File: src/rtl/sfe_pkg.sv
package sfe_pkg;

    localparam int OPC_BITS     = 8;
    localparam int ADDR_IN_BITS = 24;
    localparam int ADDR_BITS    = 21;
    localparam int DUMMY_BITS   = 8;
    localparam int CNT_W        = $clog2(ADDR_IN_BITS);

    localparam logic [7:0] OP_RD_SLOW = 8'h03;
    localparam logic [7:0] OP_RD_FAST = 8'h0B;
    localparam logic [7:0] OP_RD_DUAL = 8'h3B;
    localparam logic [7:0] OP_RD_QUAD = 8'h6B;

    typedef enum logic [1:0] {
        LANES_X1 = 2'd0,
        LANES_X2 = 2'd1,
        LANES_X4 = 2'd2
    } lanes_e;

    typedef enum logic [2:0] {
        PH_OPCODE = 3'd0,
        PH_ADDR   = 3'd1,
        PH_DUMMY  = 3'd2,
        PH_DATA   = 3'd3,
        PH_LOCK   = 3'd4
    } phase_e;

    typedef struct packed {
        logic   known;
        logic   dummy;
        lanes_e lanes;
    } op_info_t;

    typedef struct packed {
        logic [OPC_BITS-1:0]  opcode;
        logic [ADDR_BITS-1:0] addr;
        lanes_e               lanes;
    } cmd_t;

    function automatic op_info_t classify(input logic [OPC_BITS-1:0] op);
        op_info_t r;
        r = '{known: 1'b0, dummy: 1'b0, lanes: LANES_X1};
        case (op)
            OP_RD_SLOW: r = '{known: 1'b1, dummy: 1'b0, lanes: LANES_X1};
            OP_RD_FAST: r = '{known: 1'b1, dummy: 1'b1, lanes: LANES_X1};
            OP_RD_DUAL: r = '{known: 1'b1, dummy: 1'b1, lanes: LANES_X2};
            OP_RD_QUAD: r = '{known: 1'b1, dummy: 1'b1, lanes: LANES_X4};
            default:    r = '{known: 1'b0, dummy: 1'b0, lanes: LANES_X1};
        endcase
        return r;
    endfunction

endpackage

File: src/rtl/sfe_sck_gate.sv
module sfe_sck_gate (
    input  logic clk,
    input  logic rst,
    input  logic cs_n,
    input  logic sck,
    input  logic hold_n,
    output logic rise,
    output logic held
);

    logic sck_q;
    logic held_q;

    // The previous clock level is tracked at all times, so a clock that
    // idles high leaves no stale low level behind when select falls.
    always_ff @(posedge clk) begin
        if (rst) begin
            sck_q  <= 1'b0;
            held_q <= 1'b0;
        end else begin
            sck_q <= sck;
            if (cs_n) begin
                held_q <= 1'b0;
            end else if (!held_q) begin
                if (!hold_n && !sck) begin
                    held_q <= 1'b1;
                end
            end else if (hold_n && !sck) begin
                held_q <= 1'b0;
            end
        end
    end

    assign rise = sck & ~sck_q & ~cs_n & ~held_q;
    assign held = held_q;

endmodule

File: src/rtl/sfe_frame_parser.sv
module sfe_frame_parser
    import sfe_pkg::*;
(
    input  logic   clk,
    input  logic   rst,
    input  logic   cs_n,
    input  logic   rise,
    input  logic   si,
    output logic   cmd_valid,
    output cmd_t   cmd,
    output phase_e phase
);

    phase_e                 phase_q;
    logic [CNT_W-1:0]       cnt_q;
    logic [OPC_BITS-1:0]    opc_q;
    logic [ADDR_BITS-1:0]   addr_q;
    op_info_t               info_q;
    logic                   valid_q;
    cmd_t                   cmd_q;

    logic [OPC_BITS-1:0]    opc_next;
    logic [ADDR_BITS-1:0]   addr_next;
    op_info_t               info_next;
    logic                   last_opc;
    logic                   last_addr;
    logic                   last_dummy;
    logic                   issue;
    cmd_t                   cmd_next;

    // Shifting 24 bits through a 21-bit register keeps only the low
    // 21 address bits; the top three bits fall off the end.
    always_comb begin
        opc_next   = {opc_q[OPC_BITS-2:0], si};
        addr_next  = {addr_q[ADDR_BITS-2:0], si};
        info_next  = classify(opc_next);
        last_opc   = (cnt_q == CNT_W'(OPC_BITS - 1));
        last_addr  = (cnt_q == CNT_W'(ADDR_IN_BITS - 1));
        last_dummy = (cnt_q == CNT_W'(DUMMY_BITS - 1));
        issue      = 1'b0;
        cmd_next   = '{opcode: opc_q, addr: addr_q, lanes: info_q.lanes};
        if (rise) begin
            if (phase_q == PH_ADDR && last_addr && !info_q.dummy) begin
                issue    = 1'b1;
                cmd_next = '{opcode: opc_q, addr: addr_next, lanes: info_q.lanes};
            end else if (phase_q == PH_DUMMY && last_dummy) begin
                issue = 1'b1;
            end
        end
    end

    always_ff @(posedge clk) begin
        if (rst || cs_n) begin
            phase_q <= PH_OPCODE;
            cnt_q   <= '0;
            opc_q   <= '0;
            addr_q  <= '0;
            info_q  <= '{known: 1'b0, dummy: 1'b0, lanes: LANES_X1};
            valid_q <= 1'b0;
        end else begin
            valid_q <= issue;
            if (rise) begin
                case (phase_q)
                    PH_OPCODE: begin
                        opc_q <= opc_next;
                        if (last_opc) begin
                            cnt_q   <= '0;
                            info_q  <= info_next;
                            phase_q <= info_next.known ? PH_ADDR : PH_LOCK;
                        end else begin
                            cnt_q <= cnt_q + 1'b1;
                        end
                    end
                    PH_ADDR: begin
                        addr_q <= addr_next;
                        if (last_addr) begin
                            cnt_q   <= '0;
                            phase_q <= info_q.dummy ? PH_DUMMY : PH_DATA;
                        end else begin
                            cnt_q <= cnt_q + 1'b1;
                        end
                    end
                    PH_DUMMY: begin
                        if (last_dummy) begin
                            cnt_q   <= '0;
                            phase_q <= PH_DATA;
                        end else begin
                            cnt_q <= cnt_q + 1'b1;
                        end
                    end
                    default: begin
                        cnt_q <= cnt_q;
                    end
                endcase
            end
        end
    end

    always_ff @(posedge clk) begin
        if (rst) begin
            cmd_q <= '{opcode: '0, addr: '0, lanes: LANES_X1};
        end else if (issue) begin
            cmd_q <= cmd_next;
        end
    end

    assign cmd_valid = valid_q;
    assign cmd       = cmd_q;
    assign phase     = phase_q;

endmodule

File: src/rtl/sfe_cmd_frontend.sv
module sfe_cmd_frontend
    import sfe_pkg::*;
(
    input  logic                 clk,
    input  logic                 rst,
    input  logic                 cs_n,
    input  logic                 sck,
    input  logic                 si,
    input  logic                 hold_n,
    output logic                 cmd_valid,
    output logic [OPC_BITS-1:0]  cmd_opcode,
    output logic [ADDR_BITS-1:0] cmd_addr,
    output logic [1:0]           cmd_lanes,
    output logic                 io_release
);

    logic   rise;
    logic   held;
    cmd_t   cmd;
    phase_e phase;

    sfe_sck_gate u_gate (
        .clk    (clk),
        .rst    (rst),
        .cs_n   (cs_n),
        .sck    (sck),
        .hold_n (hold_n),
        .rise   (rise),
        .held   (held)
    );

    sfe_frame_parser u_parse (
        .clk       (clk),
        .rst       (rst),
        .cs_n      (cs_n),
        .rise      (rise),
        .si        (si),
        .cmd_valid (cmd_valid),
        .cmd       (cmd),
        .phase     (phase)
    );

    assign cmd_opcode = cmd.opcode;
    assign cmd_addr   = cmd.addr;
    assign cmd_lanes  = cmd.lanes;
    assign io_release = cs_n | held;

endmodule

File: config.mk
export PLATFORM = sky130hd
export DESIGN_NAME = sfe_cmd_frontend
export DESIGN_NICKNAME = d
export VERILOG_FILES = /design/src/rtl/sfe_pkg.sv /design/src/rtl/sfe_sck_gate.sv /design/src/rtl/sfe_frame_parser.sv /design/src/rtl/sfe_cmd_frontend.sv
export SDC_FILE = /design/constraint.sdc
export NUM_CORES = 1
export LEC_CHECK = 0
export BUFFER_PORTS_ARGS = -buffer_cell sky130_fd_sc_hd__buf_4
export CAP_MARGIN = 15
export CORE_MARGIN = 10
export CORE_UTILIZATION = 61
export DETAILED_ROUTE_END_ITERATION = 10
export GPL_ROUTABILITY_DRIVEN = 1
export PLACE_DENSITY = 0.84
export SYNTH_ARGS = -nofsm -noshare
export SYNTH_HDL_FRONTEND = slang
export SYNTH_SLANG_ARGS = --single-unit
File: constraint.sdc
create_clock -name clk -period 4.95 [get_ports clk]
set_input_delay 0.495 -clock clk [delete_from_list [all_inputs] [get_ports clk]]
set_output_delay 0.495 -clock clk [all_outputs]
set_load 0.1 [all_outputs]
# Yosys cells after proc, flatten, opt, wreduce, memory -nomap -nowiden
# Cells that the tools add are included.
# Widths: inputs -> output; s select.
# totals
inputBits	6
ff_bits	74
# classes
bitwise	7
muxes	18
n_addsub	1
eq_ne	11
reduce_logical	19
# ops
op	n
$mux 23	2
$pmux 4 s4	1
$mux 3	4
$mux 5	2
$pmux 5 s2	1
$pmux 3 s3	1
$eq 8x2->1 const B	1
$eq 8x4->1 const B	1
$eq 8x6->1 const B	1
$eq 8x7->1 const B	1
$mux 1	7
$ne 2x1->1 const B	3
$reduce_and 2->1	3
$add 5x1->5 const B	1
$eq 5x3->1 const B	1
$eq 5x5->1 const B	1
$logic_and 1x1->1	5
$reduce_and 5->1	1
$reduce_or 2->1	2
$and 1x1->1	3
$eq 3x1->1 const B	1
$eq 3x2->1 const B	1
$logic_not 1->1	3
$logic_not 3->1	1
6 further kinds	8

# Depth between registers and ports, before layout
# Gate-level depths: netlist of run 1.
# depth
depth_word	5
ltp_mapped	7
depth_no_buf	5

# By module
# A second synthesis of run 1 with hierarchy kept.
# unflattened
hier_cells	374
hier_area_um2	3046.7
# by_module_without_submodules
mod	area_per_inst_um2	cells_per_inst	instances
sfe_frame_parser	2965.3	366	1
sfe_sck_gate	75.1	7	1
sfe_cmd_frontend	6.3	1	1

# Least setup slack after synthesis of run 1
# OpenSTA, ideal clock, no wires.
# synth_path
kind	input port to flip-flop
startpoint	input port cs_n
endpoint	register u_parse.info_q[0] (netlist bit)
cell_stages	5
path_buffers	1
setup_slack_ps	2852
arrival_time_ps	2028
path_cell_list	or4b_1 buf_6 or3b_4 or3_1 a21oi_1
# synth_between
elab_chain_len	4
elab_cells_between_ends	5
classes_between	bitwise (3); reduce/logical (2)
# synth_rtl
item	line_no	source
from (decl)	sfe_cmd_frontend.sv:6	input logic cs_n,
$not 1->1	sfe_sck_gate.sv:34	assign rise = sck & ~sck_q & ~cs_n & ~held_q;
$and 1x1->1 (2 in series)	sfe_sck_gate.sv:34	
$reduce_and 3->1 (no line)	--	
to (signal assigned)	sfe_frame_parser.sv:58	info_q <= '{known: 1'b0, dummy: 1'b0, lanes: LANES_X1};
to (signal assigned)	sfe_frame_parser.sv:68	info_q <= info_next;
to (decl)	sfe_frame_parser.sv:18	op_info_t info_q;
# Parallel ways exist; a longest one is shown, timed or not.
# A chain may end at the register's enable or synchronous reset.

# Worst setup path after layout of run 1
# layout_path
startpoint	register u_parse.phase_q[0], in the netlist u_parse.phase[0]
endpoint	register u_parse.cmd_q, in the netlist u_parse.cmd[27]
# layout_between
elab_chain_len	5
elab_cells_between_ends	8
classes_between	eq/ne (2); mux (3); reduce/logical (3)
# layout_rtl
item	line_no	source
from (decl)	sfe_frame_parser.sv:14	phase_e phase_q;
from (signal assigned)	sfe_frame_parser.sv:69	phase_q <= info_next.known ? PH_ADDR : PH_LOCK;
from (signal assigned)	sfe_frame_parser.sv:78	phase_q <= info_q.dummy ? PH_DUMMY : PH_DATA;
$eq 3x2->1 / $eq 3x1->1 (equally long branches)	sfe_frame_parser.sv:46, sfe_frame_parser.sv:43	
$logic_and 1x1->1, on equally long branches	sfe_frame_parser.sv:46, sfe_frame_parser.sv:43	
$mux 1 / $logic_and 1x1->1 (equally long branches)	sfe_frame_parser.sv:46, sfe_frame_parser.sv:43	
$mux 1 (*)	sfe_frame_parser.sv:43	if (phase_q == PH_ADDR && last_addr && !info_q.dummy) begin
$mux 1 (*)	sfe_frame_parser.sv:42	if (rise) begin
to (signal assigned)	sfe_frame_parser.sv:101	cmd_q <= '{opcode: '0, addr: '0, lanes: LANES_X1};
to (signal assigned)	sfe_frame_parser.sv:103	cmd_q <= cmd_next;
to (decl)	sfe_frame_parser.sv:20	cmd_t cmd_q;
# Every way passes the cells marked *; elsewhere a longest branch is shown, timed or not.

==> results.yml, run 1 <==
sta:
  relSlewSlack_pct: 35.0
  fin_skew_ns: 0.00903
  setup_viol: 0
  slew_violations: 0
  rsz0062_at_grt: "false"
  tightest_slew_ns: 0.969
  fin_tns_setup_ns: 0
  finalHoldViolations: 0
  max_freq_ghz: 0.314
  final.min_clock_period_ns: 3.19
  fin_crit_sh_pct: 64.4
synthesis:
  synthArstFlopShare_pct: 0
  synth_ff_type: "dfxtp_1"
  synthDistinctLibCells: 49
  synth.net_count: 345
  postSynthAreaPerCell_sq_um: 8.85
  seq_area_frac_synth_pct: 49.5
  synth_area_leader_cell: "dfxtp_1"
  synth-edff-count: 0
  yosys_warnings: 0
  syn-cell-area_sq_um: 2990
  synth_area_leaders: "dfxtp_1 (50%), mux2i_1 (6.4%), nor2_1 (6.1%)"
  syn_inst: 338
  synth_top_cell_area_share_pct: 49.5
  ys_seq_elements: 74
drt:
  drt-total-wl_um: 6310
  post_drt_wl_per_cell_um: 14.6
  post_drt_via_cell_ratio: 5.59
  drtIter0Drc: 191
  num_vias: 2420
  drt_first_pass_iters: 4
  ant_nets: 0
  drc: 0
place:
  place_area_sq_um: 3260
  hpwl_um: 4200
  io_buffers: 38
  place_congestion: 0.793
floorplanning:
  die-area_sq_um: 8110
  rows: 25
  initial_core_util_pct: 63.3
  ios: 39
  dieWidth_um: 90.0
  core_area_sq_um: 4720
  fp.dieH_um: 90.0
finish:
  stdcell_area_sq_um: 3500
  fill_cells: 360
  antenna_cells: 0
  multi_input_area_sq_um: 1400
  register_area_sq_um: 1480
  area_delta_synth_final_pct: 17.1
  mostFrequentLayoutCell: "dfxtp_1"
  finalNetCount: 368
  drive_above_1_share_pct: 17.8
  final_cell_mix: "dfxtp_1 (74), nor2_1 (49), nand2_1 (46), buf_4 (40), a21oi_1 (27)"
worst_setup_path:
  worstReg2RegEnd: "u_parse.cmd[27]"
  arrival_ns: 3.42
  crit_path_end: "u_parse.cmd[27]"
  reg2reg_depth: 5
  startpoint: "u_parse.phase[0]"
  required_ns: 5.18
  startpoint_type: "flop"
  r2r-start: "u_parse.phase[0]"
  critPathCaptureType: "flop"
  path_max_fanout: 22
  r2r_slack_ns: 1.76
  critPathKind: "reg -> reg"
clock_tree:
  root_buffer: "clkbuf_8"
  cts_resized: 0
  clkSinkCount: 74
  clockBufferDepth: 2
  cts_made_buffers: 9
  cts_tree: "built"
  postCtsHoldBufs: 0
  post_cts_buffers: 0
  clock_latency_ns: 0.35
  htree_levels: 3
  clkSlewWorstSetupHoldPaths_ns: 0.07
hold_path:
  hold_start: "sck"
  hold_path.class: "in -> reg"
global_routing:
  grt_util_all_layers_pct: 15.7
  overflow: 0
  antenna_found_initial: 0
  grt_max_degree: 40
  grt_pass1_wl_um: 10700
  grt_pass1_vias: 2312
power_and_ir_drop:
  power_leakage_nw: 1.23
  ir_drop_v: 0.000214
  p_per_area_nw_per_um2: 329
status:
  status: "finished, final reports clean"
run:
  maxCapViolations: 0
==> critical path: stages (launching register included) <==
cell       delay (ns)
dfxtp_1          0.57
nand4bb_1        0.83
a211oi_4         0.95
buf_4            0.38
mux2i_1          0.27
nor2_1           0.06
==> sequential cells by signal, summed over array words and instances, names as in the netlist, named ones only <==
register	flops
u_parse.cnt_q	5
u_gate.sck_q	1
u_parse.opc_q	8
u_parse.addr_q	21
u_parse.phase	3
u_parse.cmd_valid	1
u_parse.info_q	3
u_parse.cmd	31
==> kinds of logic after synthesis <==
| logic type | count (synthesis) | synth area share, % |
|---|---|---|
| buffers and inverters | 30 | 4.27 |
| xor gates and xnor gates | 4 | 1.17 |
| muxes | 19 | 6.36 |
| DFF | 74 | 49.5 |
| adders and majority gates | 1 | 0.418 |
| AOI/OAI and AO/OA | 85 | 18.8 |
| and+or+nand+nor | 125 | 19.5 |
==> per-layer routing <==
metal  GRT usage, %  vias to the layer above  share of wire, %
li1               -                     1240                 -
met1           17.1                     1119                44
met2           26.3                       52                48
met3           6.23                        9               6.3
met4           6.76                        0               1.5
met5              0                        -                 0
==> Yosys cell counts, types with 2 or more instances <==
| library cell | number |
|---|---|
| a31o_2 | 2 |
| a21oi_1 | 27 |
| or3_1 | 4 |
| a211oi_2 | 2 |
| buf_1 | 2 |
| and2_1 | 3 |
| xor2_1 | 2 |
| clkbuf_1 | 22 |
| xnor2_1 | 2 |
| mux2i_1 | 19 |
| nor3_1 | 3 |
| o22ai_1 | 21 |
| a211oi_1 | 21 |
| dfxtp_1 | 74 |
| nor2b_1 | 2 |
| or2_2 | 2 |
| nand2_1 | 46 |
| buf_2 | 3 |
| nand3b_1 | 2 |
| nand3_1 | 2 |
| nor2_1 | 49 |
==> where the power goes <==
group          total, mW  switching [mW]  internal (mW)  leakage (nW)
combinational     0.0295          0.0208        0.00868         0.521
clock              0.528           0.217          0.312         0.117
sequential         0.597        0.000707          0.596         0.596
total               1.15           0.238          0.916          1.23
==> final cells by class <==
| cell class | instances | share of cell area, % |
|---|---|---|
| Sequential cell | 74 | 42.3 |
| Inverter | 1 | 0.107 |
| Multi-Input combinational cell | 234 | 39.8 |
| Timing Repair Buffer | 41 | 8.89 |
| Tap cell | 67 | 2.39 |
| Clock inverter | 4 | 2.11 |
| Clock buffer | 12 | 4.43 |
==> how the worst min path moves through the flow <==
| stage | cells after the start | to | slack (ns) |
|---|---|---|---|
| floorplan | 2 | u_parse.info_q[1] | 0.43 |
| CTS | 2 | u_gate.sck_q | 0.37 |
| detailed placement | 2 | u_parse.addr_q[20] | 0.45 |
| finish | 2 | u_gate.sck_q | 0.38 |
| global placement | 2 | u_parse.addr_q[20] | 0.44 |
| global route | 2 | u_gate.sck_q | 0.39 |
==> stage by stage <==
step / total power [mW] / hold slack [ns] / std cells / worst slack, ns / utilization, %
5_1_grt: 1.19 / 0.385 / 433 / 1.51 / 74.2
3_5_place_dp: 0.640 / 0.449 / 416 / 1.77 / 69.1
2_1_floorplan: 0.633 / 0.432 / 338 / 2.85 / -
4_1_cts: 1.16 / 0.375 / 432 / 1.79 / 74.0
3_3_place_gp: 0.640 / 0.443 / 416 / 1.92 / 69.1
6_report: 1.15 / 0.384 / 433 / 1.76 / 74.2
Power figures use the tool's default switching activity.
==> inputs of run 2 (changes only) <==
--- a/config.mk
+++ b/config.mk
@@ -8,10 +8,10 @@
 export BUFFER_PORTS_ARGS = -buffer_cell sky130_fd_sc_hd__buf_4
 export CAP_MARGIN = 15
 export CORE_MARGIN = 10
-export CORE_UTILIZATION = 61
+export CORE_UTILIZATION = 51
 export DETAILED_ROUTE_END_ITERATION = 10
 export GPL_ROUTABILITY_DRIVEN = 1
-export PLACE_DENSITY = 0.84
+export PLACE_DENSITY = 0.75
 export SYNTH_ARGS = -nofsm -noshare
 export SYNTH_HDL_FRONTEND = slang
 export SYNTH_SLANG_ARGS = --single-unit
==> constraint.sdc (replaced) <==
create_clock -name clk -period 2.6 [get_ports clk]
set_input_delay 0.26 -clock clk [delete_from_list [all_inputs] [get_ports clk]]
set_output_delay 0.26 -clock clk [all_outputs]
set_load 0.1 [all_outputs]
==> results.yml, run 2 (synthesis results as in run 1) <==
sta:
  slew_violations: 0
  whs_ns: 0.159
  fin_crit_sh_pct: 85.9
  tightest_slew_ns: 0.768
  max_freq_ghz: 0.448
  setup_viol: 0
  rsz0062_at_grt: "false"
  fin_skew_ns: 0.00769
  final.min_clock_period_ns: 2.23
  relSlewSlack_pct: 48.8
  finalHoldViolations: 0
  fin_tns_setup_ns: 0
hold_path:
  holdPathEnd: "u_gate.sck_q"
  whs_path_depth: 2
  hold_start: "sck"
  hold_path.class: "in -> reg"
floorplanning:
  core_area_sq_um: 5610
  dieWidth_um: 96.6
  rows: 27
  die-area_sq_um: 9330
  fp.dieH_um: 96.6
  ios: 39
  initial_core_util_pct: 53.3
clock_tree:
  clkSlewWorstSetupHoldPaths_ns: 0.07
  htree_levels: 3
  cts_resized: 0
  post_cts_buffers: 0
  postCtsHoldBufs: 0
  clockBufferDepth: 2
  cts_made_buffers: 9
  clock_latency_ns: 0.34
  cts_tree: "built"
  root_buffer: "clkbuf_8"
  clkSinkCount: 74
power_and_ir_drop:
  p_int_mw: 1.91
  p_switching_uw: 441
  swShare_pct: 18.7
  ir_drop_v: 0.000458
  p_per_area_nw_per_um2: 656
  p_comb_share_pct: 2.6
  seq_power_share_pct: 48.3
  power.share.clock_pct: 49.2
  power_leakage_nw: 1.28
worst_setup_path:
  path_max_fanout: 6
  critPathKind: "reg -> reg"
  r2r_slack_ns: 0.37
  critPathCaptureType: "flop"
  arrival_ns: 2.50
  startpoint_type: "flop"
  r2r-start: "u_parse.cnt_q[0]"
  reg2reg_depth: 5
  required_ns: 2.87
  worstReg2RegEnd: "u_parse.info_q[1]"
global_routing:
  grt_pass1_wl_um: 10400
  grt_max_degree: 40
  antenna_found_initial: 0
  grt_util_all_layers_pct: 13.8
  overflow: 0
  grt_pass1_vias: 2317
status:
  status: "finished, final reports clean"
finish:
  finalNetCount: 374
  drive_above_1_share_pct: 19.1
  largest_reg_flops: 31
  antenna_cells: 0
  final_cell_mix: "dfxtp_1 (74), nor2_1 (49), buf_4 (47), nand2_1 (46), a21oi_1 (27)"
  mostFrequentLayoutCell: "dfxtp_1"
  fill_cells: 490
  area_delta_synth_final_pct: 20.0
drt:
  drt-total-wl_um: 6090
  post_drt_wl_per_cell_um: 13.7
  num_vias: 2456
  post_drt_via_cell_ratio: 5.53
  drt_first_pass_iters: 4
  drtIter0Drc: 110
  drc: 0
  ant_nets: 0
place:
  place_congestion: 0.818
  hpwl_um: 4050
  io_buffers: 38
run:
  maxCapViolations: 0
## run 2: worst max-delay path by stage
| stage | to | slack [ns] | startpoint |
|---|---|---|---|
| final | u_parse.info_q[1] | 0.37 | u_parse.cnt_q[0] |
| after CTS | u_parse.info_q[1] | 0.35 | u_parse.cnt_q[0] |
| after detailed placement | u_parse.info_q[1] | 0.37 | u_parse.cnt_q[0] |
| after global placement | u_parse.info_q[1] | 0.44 | u_parse.cnt_q[0] |
| after global routing | u_parse.info_q[1] | 0.25 | u_parse.cnt_q[0] |
| after floorplan | u_parse.info_q[0] | 0.55 | u_parse.cnt_q[0] |
## run 2: power groups by stage
stage | Sequential [mW] | Combinational (mW) | Clock (mW)
after floorplan | 1.16 | 0.0431 | 0
after global placement | 1.16 | 0.0594 | 0
after detailed placement | 1.16 | 0.0604 | 0
after CTS | 1.14 | 0.0607 | 1.17
after global routing | 1.14 | 0.0655 | 1.23
final | 1.14 | 0.0601 | 1.16
## run 2: worst max-delay path: stages (launching register included)
cell and delay [ns]:
dfxtp_1 0.37, ha_1 0.23, or4bb_1 0.59, or3b_4 0.45, or3_1 0.39, a21oi_1 0.14
## run 2: metal layers
layer | wire [um] | track usage, %
met1 | 2680 | 16.0
met2 | 2960 | 22.9
met3 | 412 | 5.47
met4 | 41 | 4.24
met5 | 0 | 0
## run 2: through the flow
| stage | setup slack (ns) | util (%) | cells | cell area (sq um) | power, mW |
|---|---|---|---|---|---|
| 3_5_place_dp | 0.369 | 59.3 | 428 | 3320 | 1.22 |
| 3_3_place_gp | 0.437 | 59.3 | 428 | 3320 | 1.22 |
| 6_report | 0.366 | 64.0 | 444 | 3590 | 2.35 |
| 5_1_grt | 0.255 | 64.0 | 444 | 3590 | 2.43 |
| 2_1_floorplan | 0.554 | - | 338 | 2990 | 1.21 |
| 4_1_cts | 0.351 | 64.0 | 444 | 3590 | 2.37 |
## run 2: layout make-up
class / instances / area [sq um] / share of cell area [%]
sequential: 74 / 1480 / 41.3
tap: 72 / 90.1 / 2.51
inverter: 1 / 3.75 / 0.105
timing repair buffer: 47 / 353 / 9.83
multi-input combinational: 234 / 1400 / 38.9
clock buffer: 11 / 141 / 3.94
clock inverter: 5 / 125 / 3.49
